==> config.mk <==
export PLATFORM = sky130hd
export DESIGN_NAME = dual_phase_pwm
export DESIGN_NICKNAME = d
export VERILOG_FILES = /design/src/rtl/dpwm_pkg.sv /design/src/rtl/dpwm_regs.sv /design/src/rtl/dpwm_clk_path.sv /design/src/rtl/dpwm_phase_gen.sv /design/src/rtl/dual_phase_pwm.sv
export SDC_FILE = /design/constraint.sdc
export NUM_CORES = 1
export LEC_CHECK = 0
export BUFFER_PORTS_ARGS = -buffer_cell sky130_fd_sc_hd__buf_2
export CORE_MARGIN = 4
export CORE_UTILIZATION = 56
export CTS_CLUSTER_DIAMETER = 200
export CTS_CLUSTER_SIZE = 12
export DETAILED_ROUTE_END_ITERATION = 12
export GPL_TIMING_DRIVEN = 0
export PLACE_DENSITY = 0.77
export SYNTH_ARGS = -nofsm -noshare
export SYNTH_HDL_FRONTEND = slang
export SYNTH_HIERARCHICAL = 1
export SYNTH_SLANG_ARGS = --single-unit
==> constraint.sdc <==
create_clock -name clk -period 3.8 [get_ports clk]
set_input_delay 0.38 -clock clk [delete_from_list [all_inputs] [get_ports clk]]
set_output_delay 0.38 -clock clk [all_outputs]
set_load 0.02 [all_outputs]
==> src/rtl/dpwm_pkg.sv <==
package dpwm_pkg;

    localparam int NUM_CH  = 2;
    localparam int CNT_W   = 16;
    localparam int DIV_W   = 7;
    localparam int NUM_SRC = 4;
    localparam int SEL_W   = $clog2(NUM_SRC);
    localparam int REG_W   = 2 * CNT_W;
    localparam int ADDR_W  = 2;
    localparam int CTRL_IDX = NUM_CH;

    // Per-channel field placement inside the shared control word
    localparam int SEL_BASE  = 4;
    localparam int DIV_BASE  = 8;
    localparam int GATE_BASE = 15;
    localparam int CH_STRIDE = 8;

    typedef struct packed {
        logic [CNT_W-1:0] hi;
        logic [CNT_W-1:0] lo;
    } duty_t;

    typedef struct packed {
        logic             en;
        logic             gate;
        logic [SEL_W-1:0] sel;
        logic [DIV_W-1:0] div;
    } ch_cfg_t;

    typedef enum logic [1:0] {
        PH_IDLE = 2'd0,
        PH_HIGH = 2'd1,
        PH_LOW  = 2'd2
    } phase_e;

    function automatic int en_pos(int ch);
        return ch;
    endfunction

    function automatic int sel_pos(int ch);
        return SEL_BASE + SEL_W * ch;
    endfunction

    function automatic int div_pos(int ch);
        return DIV_BASE + CH_STRIDE * ch;
    endfunction

    function automatic int gate_pos(int ch);
        return GATE_BASE + CH_STRIDE * ch;
    endfunction

    function automatic ch_cfg_t decode_cfg(logic [REG_W-1:0] ctrl, int ch);
        ch_cfg_t          c;
        logic [REG_W-1:0] s;
        c.en   = ctrl[en_pos(ch)];
        c.gate = ctrl[gate_pos(ch)];
        s      = ctrl >> sel_pos(ch);
        c.sel  = s[SEL_W-1:0];
        s      = ctrl >> div_pos(ch);
        c.div  = s[DIV_W-1:0];
        return c;
    endfunction

    // Last count index of the low phase; a zero count still lasts one count
    function automatic logic [CNT_W-1:0] low_last(logic [CNT_W-1:0] lo);
        return (lo == '0) ? '0 : lo - 1'b1;
    endfunction

endpackage

==> src/rtl/dpwm_regs.sv <==
module dpwm_regs
    import dpwm_pkg::*;
#(
    parameter int N_CH = NUM_CH,
    parameter int AW   = ADDR_W,
    parameter int DW   = REG_W
) (
    input  logic                  clk,
    input  logic                  rst,
    input  logic                  wr_en_i,
    input  logic [AW-1:0]         addr_i,
    input  logic [DW-1:0]         wdata_i,
    output logic [DW-1:0]         rdata_o,
    output duty_t [N_CH-1:0]      duty_o,
    output logic [DW-1:0]         ctrl_o
);

    localparam int CIDX = N_CH;

    duty_t [N_CH-1:0] duty_q;
    logic  [DW-1:0]   ctrl_q;

    always_ff @(posedge clk) begin
        if (rst) begin
            duty_q <= '0;
            ctrl_q <= '0;
        end else if (wr_en_i) begin
            for (int i = 0; i < N_CH; i++) begin
                if (addr_i == AW'(i)) begin
                    duty_q[i] <= duty_t'(wdata_i);
                end
            end
            if (addr_i == AW'(CIDX)) begin
                ctrl_q <= wdata_i;
            end
        end
    end

    always_comb begin
        rdata_o = '0;
        for (int i = 0; i < N_CH; i++) begin
            if (addr_i == AW'(i)) begin
                rdata_o = duty_q[i];
            end
        end
        if (addr_i == AW'(CIDX)) begin
            rdata_o = ctrl_q;
        end
    end

    assign duty_o = duty_q;
    assign ctrl_o = ctrl_q;

endmodule

==> src/rtl/dpwm_clk_path.sv <==
module dpwm_clk_path
    import dpwm_pkg::*;
#(
    parameter int N_SRC = NUM_SRC,
    parameter int DVW   = DIV_W
) (
    input  logic                     clk,
    input  logic                     rst,
    input  logic                     run_i,
    input  logic [N_SRC-1:0]         src_tick_i,
    input  logic [$clog2(N_SRC)-1:0] sel_i,
    input  logic [DVW-1:0]           div_i,
    output logic                     tick_o
);

    logic [DVW-1:0] pcnt_q;
    logic           src_hit;
    logic           wrap;

    assign src_hit = src_tick_i[sel_i];
    assign wrap    = (pcnt_q >= div_i);
    assign tick_o  = run_i && src_hit && wrap;

    always_ff @(posedge clk) begin
        if (rst || !run_i) begin
            pcnt_q <= '0;
        end else if (src_hit) begin
            pcnt_q <= wrap ? '0 : pcnt_q + 1'b1;
        end
    end

endmodule

==> src/rtl/dpwm_phase_gen.sv <==
module dpwm_phase_gen
    import dpwm_pkg::*;
(
    input  logic             clk,
    input  logic             rst,
    input  logic             run_i,
    input  logic             tick_i,
    input  duty_t            duty_i,
    output logic             pwm_o,
    output logic             high_o,
    output logic [CNT_W-1:0] cnt_o,
    output logic [CNT_W-1:0] hi_sh_o
);

    duty_t            sh_q;
    phase_e           st_q;
    logic [CNT_W-1:0] cnt_q;
    logic             restart;
    logic             hi_done;

    assign hi_done = (cnt_q == sh_q.hi - 1'b1);
    assign restart = (st_q == PH_IDLE) ||
                     ((st_q == PH_LOW) && (cnt_q >= low_last(sh_q.lo)));

    always_ff @(posedge clk) begin
        if (rst || !run_i) begin
            st_q  <= PH_IDLE;
            cnt_q <= '0;
            sh_q  <= '0;
        end else if (tick_i) begin
            if (restart) begin
                sh_q  <= duty_i;
                cnt_q <= '0;
                st_q  <= (duty_i.hi != '0) ? PH_HIGH : PH_LOW;
            end else if (st_q == PH_HIGH && hi_done) begin
                st_q  <= PH_LOW;
                cnt_q <= '0;
            end else begin
                cnt_q <= cnt_q + 1'b1;
            end
        end
    end

    assign pwm_o   = (st_q == PH_HIGH);
    assign high_o  = (st_q == PH_HIGH);
    assign cnt_o   = cnt_q;
    assign hi_sh_o = sh_q.hi;

endmodule

==> src/rtl/dual_phase_pwm.sv <==
module dual_phase_pwm
    import dpwm_pkg::*;
(
    input  logic               clk,
    input  logic               rst,
    input  logic [NUM_SRC-1:0] src_tick_i,
    input  logic               wr_en_i,
    input  logic [ADDR_W-1:0]  addr_i,
    input  logic [REG_W-1:0]   wdata_i,
    output logic [REG_W-1:0]   rdata_o,
    output logic [NUM_CH-1:0]  pwm_o
);

    duty_t [NUM_CH-1:0]            duty_w;
    logic  [REG_W-1:0]             ctrl_w;
    logic  [NUM_CH-1:0]            run_w;
    logic  [NUM_CH-1:0]            tick_w;
    logic  [NUM_CH-1:0]            high_w;
    logic  [NUM_CH-1:0]            div_nz_w;
    logic  [NUM_CH-1:0][CNT_W-1:0] cnt_w;
    logic  [NUM_CH-1:0][CNT_W-1:0] hi_sh_w;

    dpwm_regs #(
        .N_CH (NUM_CH),
        .AW   (ADDR_W),
        .DW   (REG_W)
    ) regs_i (
        .clk     (clk),
        .rst     (rst),
        .wr_en_i (wr_en_i),
        .addr_i  (addr_i),
        .wdata_i (wdata_i),
        .rdata_o (rdata_o),
        .duty_o  (duty_w),
        .ctrl_o  (ctrl_w)
    );

    for (genvar c = 0; c < NUM_CH; c++) begin : g_ch
        ch_cfg_t cfg;
        assign cfg         = decode_cfg(ctrl_w, c);
        assign run_w[c]    = cfg.en && cfg.gate;
        assign div_nz_w[c] = (cfg.div != '0);

        dpwm_clk_path #(
            .N_SRC (NUM_SRC),
            .DVW   (DIV_W)
        ) clk_path_i (
            .clk        (clk),
            .rst        (rst),
            .run_i      (run_w[c]),
            .src_tick_i (src_tick_i),
            .sel_i      (cfg.sel),
            .div_i      (cfg.div),
            .tick_o     (tick_w[c])
        );

        dpwm_phase_gen phase_i (
            .clk     (clk),
            .rst     (rst),
            .run_i   (run_w[c]),
            .tick_i  (tick_w[c]),
            .duty_i  (duty_w[c]),
            .pwm_o   (pwm_o[c]),
            .high_o  (high_w[c]),
            .cnt_o   (cnt_w[c]),
            .hi_sh_o (hi_sh_w[c])
        );
    end

endmodule

After elaboration in Yosys (flattened, before gate mapping)
Index checks and enable logic that the tools add are counted.
{"block": "word_totals", "output_inout_bits": 34, "wordCells": 90, "register_bits": 210, "in_bits": 41}
{"block": "classes", "muxes": 21, "n_lt_le_gt_ge": 6, "n_reduce_logical": 32, "n_eq_ne": 8, "addsub": 8}
{"operator": "2-to-1 mux 16 bit", "count": 6}
{"operator": "2-to-1 mux 32 bit", "count": 3}
{"operator": "subtractor 16 x 1 -> 16 bit, second input constant", "count": 4}
{"operator": "adder 16 x 1 -> 16 bit, second input constant", "count": 2}
{"operator": "equality test 16 bit", "count": 2}
{"operator": ">= comparator 16 bit", "count": 2}
{"operator": "logical NOT 16 bit", "count": 2}
{"operator": "nonzero test 16 bit", "count": 2}
{"operator": "adder 7 x 1 -> 7 bit, second input constant", "count": 2}
{"operator": ">= comparator 7 bit", "count": 2}
{"operator": "2-to-1 mux 7 bit", "count": 2}
{"operator": "AND reduction 2 bit", "count": 7}
{"operator": "2-to-1 mux 2 bit", "count": 6}
{"operator": "logical AND 1 bit", "count": 10}
{"operator": "equality test 2 x 1 -> 1 bit, second input constant", "count": 3}
{"operator": "equality test 2 bit, second input constant", "count": 3}
{"operator": "logical NOT 2 bit", "count": 3}
{"operator": "< comparator 2 x 3 -> 1 bit, second input constant", "count": 2}
{"operator": "binary-select mux 1 bit (select 2 bit)", "count": 2}
{"operator": "logical OR 1 bit", "count": 4}
{"operator": "nonzero test 2 bit", "count": 2}
{"operator": "logical NOT 1 bit", "count": 2}
{"operator": "2-to-1 mux 1 bit", "count": 2}

Longest topological paths before layout
Gate-level depths: netlist (run 1).
{"block": "depth", "ltp_word": 7, "mapped_depth": 17}

Hierarchy
Netlist (run 1), hierarchy kept.
{"mod": "dpwm_regs", "cells_each": 426, "instances": 1, "area_each_um2": 4548.1}
{"mod": "dpwm_phase_gen at g_ch[0].phase_i", "cells_each": 434, "instances": 1, "area_each_um2": 3418.3}
{"mod": "dpwm_phase_gen at g_ch[1].phase_i", "cells_each": 424, "instances": 1, "area_each_um2": 3294.4}
{"mod": "dpwm_clk_path", "cells_each": 56, "instances": 2, "area_each_um2": 529.3}
{"mod": "dual_phase_pwm", "cells_each": 2, "instances": 1, "area_each_um2": 12.5}

Worst setup path after synthesis (run 1)
No wires, ideal clock.
{"block": "synth_timing", "kind": "reg-to-reg", "start": "reg g_ch[1].phase_i/sh_q[6] (netlist name)", "end": "reg g_ch[1].phase_i.sh_q (netlist bit g_ch[1].phase_i/hi_sh_o[10])", "stages_incl_launch_ff": 18, "t_arrival_ns": 3.967, "slack_ns": -0.299, "cell_sequence": "dfxtp_1 or4_1 nor4_1 nand2b_1 nor2_1 nand4b_1 clkbuf_1 nand2_1 ha_1 a211oi_1 nor2_1 or4b_2 a211o_1 and3_1 buf_2 clkbuf_1 nand2_1 a21oi_1"}
{"block": "synth_between", "elab_chain_cells": 6}
{"element": "start: declaration", "line": "dpwm_phase_gen.sv:15", "text": "duty_t sh_q;"}
{"element": "start signal: assignment", "line": "dpwm_phase_gen.sv:32", "text": "sh_q <= duty_i;"}
{"element": "subtractor 16 x 1 -> 16 bit or logical NOT 16 bit (tied branches)", "line": "dpwm_pkg.sv:66", "text": "return (lo == '0) ? '0 : lo - 1'b1;"}
{"element": "2-to-1 mux 16 bit (*)", "line": "dpwm_pkg.sv:66"}
{"element": ">= comparator 16 bit (*)", "line": "dpwm_phase_gen.sv:23", "text": "((st_q == PH_LOW) && (cnt_q >= low_last(sh_q.lo)));"}
{"element": "logical AND 1 bit (*)", "line": "dpwm_phase_gen.sv:23"}
{"element": "logical OR 1 bit (*)", "line": "dpwm_phase_gen.sv:22", "text": "assign restart = (st_q == PH_IDLE) ||"}
{"element": "AND reduction 2 bit (no source line) (*)"}
Every way passes the cells marked *; elsewhere a longest branch is shown, timed or not.
A chain may end at the register's enable or synchronous reset.

Final worst setup path (run 1)
{"block": "layout_timing", "start": "reg g_ch[1].phase_i/sh_q[7] (netlist name)", "end": "reg g_ch[1].phase_i.st_q[1]"}
{"block": "layout_between", "elab_chain_cells": 7}
{"element": "subtractor 16 x 1 -> 16 bit or logical NOT 16 bit (tied branches)", "line": "dpwm_pkg.sv:66"}
{"element": "2-to-1 mux 16 bit (*)", "line": "dpwm_pkg.sv:66"}
{"element": ">= comparator 16 bit (*)", "line": "dpwm_phase_gen.sv:23"}
{"element": "logical AND 1 bit (*)", "line": "dpwm_phase_gen.sv:23"}
{"element": "logical OR 1 bit (*)", "line": "dpwm_phase_gen.sv:22"}
{"element": "nonzero test 2 bit (no source line)"}
{"element": "AND reduction 2 bit (no source line)"}
{"element": "end signal: assignment", "line": "dpwm_phase_gen.sv:34", "text": "st_q <= (duty_i.hi != '0) ? PH_HIGH : PH_LOW;"}
{"element": "end: declaration", "line": "dpwm_phase_gen.sv:16", "text": "phase_e st_q;"}
Marks and branches as above.

==> results.py, run 1 <==
metrics = {
    "clock_network": {
        "htree_levels": 1,
        "cts_tree": "yes",
        "clk_pin_slew_ns": 0.06,
        "clk-insertion-delay-late_ns": 0.51,
        "cts_buffers": 21,
        "cts_root_buffer": "clkbuf_16",
        "holdBufCountCts": 0,
        "clockBufferDepth": 3,
        "clock-sinks": 210,
    },
    "hold_path": {
        "hp-class": "input port to flop",
    },
    "setup_path": {
        "path_class": "flop to flop",
        "slowest_stage": "or4_4",
        "worstPathMaxFanout": 10,
        "reg2reg_from": "g_ch[1].phase_i/sh_q[7]$_SDFFE_PP0P_",
        "start_kind": "flop",
        "max_stage_delay_ns": 0.56,
        "startpoint": "g_ch[1].phase_i/sh_q[7]$_SDFFE_PP0P_",
        "critPathCaptureType": "flop",
        "rrSetupSlack_ns": -0.06,
        "required_ns": 4.18,
        "arrival_ns": 4.25,
        "r2r_cells": 15,
        "r2r_end": "g_ch[1].phase_i/st_q[1]$_SDFFE_PP0P_",
        "endpoint": "g_ch[1].phase_i/st_q[1]$_SDFFE_PP0P_",
        "crit_chain": "or4_4 -> nor4_4 -> nand2b_1 -> nor2_2 -> nand4b_1 -> clkbuf_8 -> nand2_4 -> ha_4 -> a211oi_2 -> nor2_1 -> or4b_4 -> a211o_1 -> and3_4 -> buf_8 -> o31a_2",
    },
    "place": {
        "gp_congestion": 0.933,
        "preCtsSetupSlack_ns": -0.503,
        "io_buffers": 74,
        "dp_hpwl_mm": 24.6,
    },
    "floorplan": {
        "core-area_mm2": 0.0212,
        "start_util_pct": 57.2,
        "io_pins": 75,
        "std_cell_rows": 53,
        "die_y_um": 155,
        "dieArea_mm2": 0.0240,
        "fp.dieW_um": 155,
    },
    "route": {
        "drcViolationCount": 0,
        "totalWireLength_mm": 32.7,
        "drtIter0Drc": 642,
        "detail-route-antenna-nets": 0,
        "num_vias": 10500,
        "via_per_inst": 5.99,
        "first_pass_iters": 5,
        "routedWlPerCell_um": 18.7,
    },
    "timing": {
        "relSlewSlack_pct": 55.6,
        "fmax_mhz": 259,
        "timing.final.ws_setup_ns": -0.0639,
        "slew_viol_final": 0,
        "period_minus_slack_ns": 3.86,
        "fin_crit_sh_pct": 102,
        "worstMarginPinSlew_ns": 0.667,
        "skew_ns": 0.0132,
        "finalHoldViolCount": 0,
        "finalSetupViolations": 28,
        "grt_setup_unrepaired": "true",
        "holdWs_ns": 0.199,
        "tns_ns": -0.575,
    },
    "cells_and_area": {
        "multi_input_area_mm2": 0.00755,
        "seqCellArea_mm2": 0.00421,
        "synthToLayoutAreaGrowth_pct": 13.8,
        "diodes": 0,
        "layout.nets": 1571,
        "drive_gt1_share_pct": 14.5,
        "nFillCells": 1709,
    },
    "global_route": {
        "grt_max_degree": 13,
        "grt_pass1_wl_mm": 52.1,
        "grt_use_met1_pct": 36.4,
        "grt_usage_pct": 26.3,
        "overflow": 0,
        "gr-usage-met2_pct": 42.7,
        "grt_busiest_layer": "met2",
        "grt_pass1_vias": 9967,
        "grt.met3_usage_pct": 4.17,
        "antenna_found_initial": 0,
    },
    "run_status": {
        "status": "finished with violations",
        "violations": "setup timing",
    },
    "run": {
        "max_cap_viol_count": 0,
    },
    "yosys": {
        "ys.warnings.count": 6,
        "syn_area_mm2": 0.0121,
        "syn_inst": 1366,
        "avgSynthCellArea_um2": 8.85,
        "syn_nets": 1463,
    },
    "power_and_ir_drop": {
        "ir_worst_vdd_mv": 0.301,
        "p_leak_nw": 5.36,
        "power_density_mw_per_mm2": 320,
    },
}
==> registers in the layout, summed over array words and instances, names as in the netlist <==
register,cells
g_ch.clk_path_i/pcnt_q,14
g_ch.phase_i/cnt_o,32
g_ch.phase_i/hi_sh_o,32
g_ch.phase_i/sh_q,32
g_ch.phase_i/st_q,4
regs_i/ctrl_o,32
regs_i/duty_o,64
==> worst min-delay path by stage <==
stage / start / endpoint / slack, ns / depth (start not counted)
floorplan: regs_i/duty_o[41]$_SDFFE_PP0P_ / g_ch[1].phase_i/sh_q[9]$_SDFFE_PP0P_ / 0.44 / 2
global placement: regs_i/ctrl_o[30]$_SDFFE_PP0P_ / regs_i/ctrl_o[30]$_SDFFE_PP0P_ / 0.46 / 2
detailed placement: regs_i/ctrl_o[2]$_SDFFE_PP0P_ / regs_i/ctrl_o[2]$_SDFFE_PP0P_ / 0.47 / 2
CTS: wdata_i[3] / regs_i/duty_o[35]$_SDFFE_PP0P_ / 0.19 / 3
global route: wdata_i[13] / regs_i/ctrl_o[13]$_SDFFE_PP0P_ / 0.21 / 3
finish: wdata_i[3] / regs_i/ctrl_o[3]$_SDFFE_PP0P_ / 0.20 / 3
==> metal layers <==
metal / routed length, um / up-vias / part of all wire, %
met5: 0 / - / 0
met2: 15200 / 337 / 46
met1: 14400 / 4990 / 44
met4: 811 / 0 / 2.5
met3: 2250 / 53 / 6.9
li1: - / 5091 / -
==> metrics by stage <==
step	cells	utilization (%)	power [mW]	cell area (um2)
after floorplan	1366	-	2.52	12200
after detailed placement	1715	60.9	2.62	12900
after global routing	1749	65.0	4.53	13800
final	1749	65.0	4.40	13800
after global placement	1715	60.9	2.62	12900
after CTS	1743	63.9	4.42	13500
==> critical path: cells and delay by family, from the launching register on <==
| family | cells | cell delay [ns] |
|---|---|---|
| AOI/OAI and AO/OA | 3 | 0.78 |
| DFF | 1 | 0.36 |
| buffers and inverters | 2 | 0.38 |
| and+or+nand+nor | 9 | 2.03 |
| adders and majority gates | 1 | 0.20 |
==> area by class of cell <==
| class | count | area share (%) |
|---|---|---|
| multi-input combinational | 1035 | 54.9 |
| sequential | 210 | 30.6 |
| clock buffer | 21 | 3.82 |
| buffer | 83 | 3.67 |
| timing repair buffer | 85 | 3.32 |
| tap | 275 | 2.50 |
| inverter | 38 | 1.04 |
| clock inverter | 2 | 0.127 |
==> power breakdown <==
part	switching, mW	internal [mW]
Clock	0.840	0.981
Sequential	0.0415	2.24
Combinational	0.171	0.132
Total	1.05	3.35
==> repair_timing <==
item / 4_1_cts / 5_1_grt
pin swaps: 6 / 8
gates cloned: 1 / 1
resized for setup: 20 / 56
setup buffers: 4 / 5
endpoints found under the setup margin: 89 / 99
==> placed cells by master, fill, tap and decap left out, drive strengths merged, types with 3 or more instances in the layout <==
cell type and instances:
a211o 3, a211oi 36, a21oi 83, a31oi 4, and2 8, and3 14, and3b 3, and4 3
buf 119, clkbuf 70, dfxtp 210, ha 56, inv 38, mux2i 132, nand2 122, nand2b 143
nand3 55, nand3b 5, nand4 23, nand4b 4, nor2 42, nor2b 4, nor3 19, nor4 36
o211ai 5, o21ai 46, o2bb2ai 32, or4 6, or4b 3, xnor2 41, xor2 62
No activity file was read; power rests on OpenSTA's default activity.
==> run 2: changes to the inputs <==
--- a/config.mk
+++ b/config.mk
@@ -13,6 +13,7 @@
 export DETAILED_ROUTE_END_ITERATION = 12
 export GPL_TIMING_DRIVEN = 0
 export PLACE_DENSITY = 0.77
+export SETUP_SLACK_MARGIN = 0.02
 export SYNTH_ARGS = -nofsm -noshare
 export SYNTH_HDL_FRONTEND = slang
 export SYNTH_HIERARCHICAL = 1
==> results.py, run 2 (synthesis results as in run 1) <==
metrics = {
    "timing": {
        "finalSetupViolations": 26,
        "finalHoldViolCount": 0,
        "fin_crit_sh_pct": 101,
        "skew_ns": 0.0117,
        "worstMarginPinSlew_ns": 0.654,
        "grt_setup_unrepaired": "true",
        "relSlewSlack_pct": 56.4,
        "period_minus_slack_ns": 3.85,
        "slew_viol_final": 0,
        "timing.final.ws_setup_ns": -0.0471,
        "fmax_mhz": 260,
    },
    "place": {
        "gp_congestion": 0.933,
        "io_buffers": 74,
        "dp_hpwl_mm": 24.6,
        "post_dp_cell_area_mm2": 0.0129,
    },
    "cells_and_area": {
        "synthToLayoutAreaGrowth_pct": 14.0,
        "final_cell_mix": "dfxtp_1 (207), nand2b_1 (143), mux2i_1 (132)",
        "finalInstanceArea_mm2": 0.0138,
        "final_common_cell": "dfxtp_1",
        "largest_register_ffs": 64,
        "nFillCells": 1707,
        "layout.nets": 1572,
        "drive_gt1_share_pct": 14.6,
        "diodes": 0,
        "post-route-util_pct": 65.2,
    },
    "route": {
        "via_per_inst": 5.98,
        "drcViolationCount": 0,
        "num_vias": 10500,
        "drtIter0Drc": 652,
        "totalWireLength_mm": 32.7,
        "detail-route-antenna-nets": 0,
        "first_pass_iters": 5,
        "routedWlPerCell_um": 18.7,
    },
    "clock_network": {
        "cts_buffers": 21,
        "clk_pin_slew_ns": 0.06,
        "cts_tree": "yes",
        "cts_root_buffer": "clkbuf_16",
        "htree_levels": 1,
        "clk-insertion-delay-late_ns": 0.51,
        "clockBufferDepth": 3,
        "clock-sinks": 210,
    },
    "run": {
        "max_cap_viol_count": 0,
    },
    "floorplan": {
        "start_util_pct": 57.2,
        "core-area_mm2": 0.0212,
        "fp.dieW_um": 155,
        "io_pins": 75,
        "dieArea_mm2": 0.0240,
        "die_y_um": 155,
        "std_cell_rows": 53,
    },
    "run_status": {
        "violations": "setup timing",
        "status": "finished with violations",
    },
    "global_route": {
        "grt_usage_pct": 26.3,
        "antenna_found_initial": 0,
        "grt_pass1_wl_mm": 52.2,
        "grt_max_degree": 13,
        "overflow": 0,
        "grt_pass1_vias": 9988,
    },
    "setup_path": {
        "start_kind": "flop",
        "arrival_ns": 4.23,
        "required_ns": 4.19,
        "worstPathMaxFanout": 10,
        "critPathCaptureType": "flop",
        "startpoint": "g_ch[1].phase_i/sh_q[7]$_SDFFE_PP0P_",
        "reg2reg_from": "g_ch[1].phase_i/sh_q[7]$_SDFFE_PP0P_",
        "path_class": "flop to flop",
    },
    "power_and_ir_drop": {
        "p_leak_nw": 5.38,
        "ir_worst_vdd_mv": 0.301,
        "power_density_mw_per_mm2": 319,
    },
    "hold_path": {
        "worstHoldStart": "wdata_i[3]",
        "hp-class": "input port to flop",
    },
}
run 2: what timing repair did:
action / CTS / global route
endpoints found under the setup margin: 94 / 95
cloned: 1 / 1
setup buffers: 5 / 5
pin swaps: 6 / 11
gates resized for setup: 25 / 52
hold buffers: 0 / 0
run 2: worst paths after layout:
kind                                          end  slack (ns)  depth (start not counted)
max          g_ch[1].phase_i/st_q[1]$_SDFFE_PP0P_       -0.05                         15
min reg2reg        regs_i/ctrl_o[30]$_SDFFE_PP0P_        0.48                          2
max reg2reg  g_ch[1].phase_i/st_q[1]$_SDFFE_PP0P_       -0.05                         15
min                 regs_i/ctrl_o[3]$_SDFFE_PP0P_        0.20                          3
run 2: where the power goes:
part	internal [mW]	leakage (nW)	switching, mW
clock network	0.981	0.267	0.840
logic	0.132	3.41	0.171
registers	2.24	1.70	0.0414
run 2: through the flow:
stage | instances | setup slack [ns] | TNS (ns) | hold slack [ns] | power (mW)
floorplan | 1366 | 0.0498 | 0 | 0.437 | 2.52
global placement | 1715 | -0.419 | -19.55 | 0.461 | 2.62
detailed placement | 1715 | -0.503 | -25.48 | 0.473 | 2.62
CTS | 1744 | 0.0197 | 0 | 0.189 | 4.42
global route | 1750 | -0.229 | -8.14 | 0.214 | 4.53
finish | 1750 | -0.0471 | -0.711 | 0.199 | 4.40
run 2: layout make-up:
type | instances | area, um2 | share of cell area [%]
multi-input combinational | 1035 | 7570 | 54.9
sequential | 210 | 4210 | 30.5
clock buffer | 21 | 526 | 3.81
buffer | 83 | 514 | 3.73
timing repair buffer | 86 | 464 | 3.37
tap | 275 | 344 | 2.50
inverter | 38 | 143 | 1.03
clock inverter | 2 | 17.5 | 0.127
run 2: routing by layer:
layer  vias to the layer above  routed length [um]  global-route usage (%)
met5                         -                   0                       0
met4                         0                 910                    7.57
met3                        58                2220                    4.26
met2                       346               15000                    42.7
met1                      4969               14600                    36.4
li1                       5087                   -                       -
run 2: critical path, stage by stage, from the launching register on:
cell	delay, ns
dfxtp_4	0.34
or4_4	0.55
nor4_4	0.16
nand2b_1	0.12
nor2_2	0.13
nand4b_1	0.22
clkbuf_8	0.24
nand2_4	0.06
ha_4	0.20
a211oi_2	0.17
nor2_1	0.07
or4b_4	0.50
a211o_1	0.29
and3_4	0.22
buf_8	0.14
o31a_2	0.32
==> run 3: changes to the inputs <==
--- a/config.mk
+++ b/config.mk
@@ -9,10 +9,10 @@
 export CORE_MARGIN = 4
 export CORE_UTILIZATION = 56
 export CTS_CLUSTER_DIAMETER = 200
-export CTS_CLUSTER_SIZE = 12
 export DETAILED_ROUTE_END_ITERATION = 12
 export GPL_TIMING_DRIVEN = 0
 export PLACE_DENSITY = 0.77
+export RECOVER_POWER = 50
 export SETUP_SLACK_MARGIN = 0.02
 export SYNTH_ARGS = -nofsm -noshare
 export SYNTH_HDL_FRONTEND = slang
==> results.py, run 3 (synthesis results as in run 1) <==
metrics = {
    "run_status": {
        "status": "finished with violations",
        "violations": "setup timing",
    },
    "timing": {
        "fin_crit_sh_pct": 101,
        "finalSetupViolations": 11,
        "tns_ns": -0.122,
        "grt_setup_unrepaired": "true",
        "worstMarginPinSlew_ns": 0.653,
        "skew_ns": 0.0156,
        "timing.final.ws_setup_ns": -0.0273,
        "slew_viol_final": 0,
        "finalHoldViolCount": 0,
        "fmax_mhz": 261,
        "period_minus_slack_ns": 3.83,
        "relSlewSlack_pct": 56.5,
    },
    "clock_network": {
        "htree_levels": 1,
        "clk_pin_slew_ns": 0.06,
        "clock-sinks": 210,
        "holdBufCountCts": 0,
        "clockBufferDepth": 3,
        "cts_buffers": 23,
        "cts_root_buffer": "clkbuf_16",
        "cts_tree": "yes",
        "clk-insertion-delay-late_ns": 0.53,
    },
    "hold_path": {
        "hp-class": "input port to flop",
        "hold_end": "regs_i/duty_o[35]$_SDFFE_PP0P_",
        "hold-path-cell-count": 3,
        "worstHoldStart": "wdata_i[3]",
    },
    "floorplan": {
        "io_pins": 75,
        "dieArea_mm2": 0.0240,
        "fp.dieW_um": 155,
        "core-area_mm2": 0.0212,
        "die_y_um": 155,
        "std_cell_rows": 53,
        "start_util_pct": 57.2,
    },
    "cells_and_area": {
        "largest_register_ffs": 64,
        "final_common_cell": "dfxtp_1",
        "layout.nets": 1574,
        "synthToLayoutAreaGrowth_pct": 16.5,
        "post-route-util_pct": 66.6,
        "diodes": 0,
        "drive_gt1_share_pct": 15.2,
        "final_cell_mix": "dfxtp_1 (207), nand2b_1 (143), mux2i_1 (132)",
        "nFillCells": 1639,
    },
    "setup_path": {
        "r2r_cells": 15,
        "worstPathMaxFanout": 10,
        "slowest_stage": "or4_4",
        "max_stage_delay_ns": 0.55,
        "arrival_ns": 4.25,
        "startpoint": "g_ch[1].phase_i/sh_q[7]$_SDFFE_PP0P_",
        "critPathCaptureType": "flop",
        "crit_chain": "or4_4 -> nor4_4 -> nand2b_1 -> nor2_2 -> nand4b_1 -> clkbuf_8 -> nand2_4 -> ha_4 -> a211oi_2 -> nor2_1 -> or4b_4 -> a211o_1 -> and3_4 -> buf_4 -> nor4_2",
        "required_ns": 4.22,
        "path_class": "flop to flop",
        "crit_buf_inv": 2,
        "reg2reg_from": "g_ch[1].phase_i/sh_q[7]$_SDFFE_PP0P_",
        "cp_top_family": "simple AND/OR/NAND/NOR gates",
        "r2r_end": "g_ch[1].phase_i/cnt_o[13]$_SDFFE_PP0P_",
        "start_kind": "flop",
        "rrSetupSlack_ns": -0.03,
    },
    "global_route": {
        "antenna_found_initial": 0,
        "overflow": 0,
        "grt_pass1_wl_mm": 53.1,
        "grt_pass1_vias": 10200,
        "grt_usage_pct": 26.7,
        "grt_max_degree": 14,
    },
    "route": {
        "via_per_inst": 5.91,
        "totalWireLength_mm": 32.8,
        "detail-route-antenna-nets": 0,
        "first_pass_iters": 5,
        "drcViolationCount": 0,
        "num_vias": 10500,
        "drtIter0Drc": 847,
        "routedWlPerCell_um": 18.6,
    },
    "place": {
        "io_buffers": 74,
        "gp_congestion": 0.933,
        "dp_hpwl_mm": 24.6,
    },
    "power_and_ir_drop": {
        "total_power_mw": 5.11,
        "p_leak_nw": 5.52,
        "power_density_mw_per_mm2": 362,
        "ir_worst_vdd_mv": 0.372,
    },
    "run": {
        "max_cap_viol_count": 0,
    },
}
run 3: changes by cell type in the layout (fill, tap and decap cells not counted), sizes merged:
cell,delta
bufinv,+6
clkbuf,+10
clkinv,+3
run 3: cell type report:
type / count / area, um2 / share of cell area [%]
sequential: 210 / 4210 / 29.9
tap: 275 / 344 / 2.44
clock inverter: 11 / 224 / 1.59
multi-input combinational: 1035 / 7550 / 53.6
buffer: 83 / 519 / 3.68
clock buffer: 31 / 636 / 4.51
timing repair buffer: 86 / 462 / 3.28
inverter: 38 / 143 / 1.01
run 3: report_power, final:
group	total [mW]	switching, mW	internal [mW]	leakage (nW)
combinational	0.303	0.172	0.132	3.40
sequential	2.28	0.0416	2.24	1.70
clock	2.53	0.934	1.59	0.421
total	5.11	1.15	3.96	5.52
run 3: through the flow:
stage / hold slack (ns) / instance area, um2 / cells / setup slack [ns]
finish: 0.175 / 14100 / 1769 / -0.0273
global route: 0.190 / 14100 / 1769 / -0.170
CTS: 0.163 / 13900 / 1763 / 0.0227
detailed placement: 0.473 / 12900 / 1715 / -0.503
global placement: 0.461 / 12900 / 1715 / -0.419
floorplan: 0.437 / 12200 / 1366 / 0.0498
run 3: repair_timing:
action / 4_1_cts / 5_1_grt
endpoints found under the setup margin: 96 / 93
resized for setup: 27 / 51
cloned: 1 / 1
pin swaps: 6 / 11
endpoints found under the hold margin: 0 / 0
buffers inserted: 5 / 5
run 3: routing by layer:
metal	up-vias	GRT usage (%)	routed length, um
met3	40	3.64	1760
li1	5099	-	-
met5	-	0	0
met4	0	6.90	564
met1	5026	37.0	14900
met2	295	44.1	15600
run 3: how the worst max path moves through the flow:
stage,to,slack (ns),depth (start not counted)
after floorplan,g_ch[1].phase_i/st_q[1]$_SDFFE_PP0P_,0.05,15
after global placement,g_ch[0].phase_i/cnt_o[2]$_SDFFE_PP0P_,-0.42,17
after detailed placement,g_ch[0].phase_i/cnt_o[2]$_SDFFE_PP0P_,-0.50,17
after global routing,g_ch[1].phase_i/sh_q[9]$_SDFFE_PP0P_,-0.17,17
after CTS,g_ch[1].phase_i/st_q[1]$_SDFFE_PP0P_,0.02,15
final,g_ch[1].phase_i/cnt_o[13]$_SDFFE_PP0P_,-0.03,15
run 3: tightest hold or removal path, cell delays in order:
cell,delay [ns]
buf_2,0.08
nand2b_1,0.08
mux2i_1,0.12
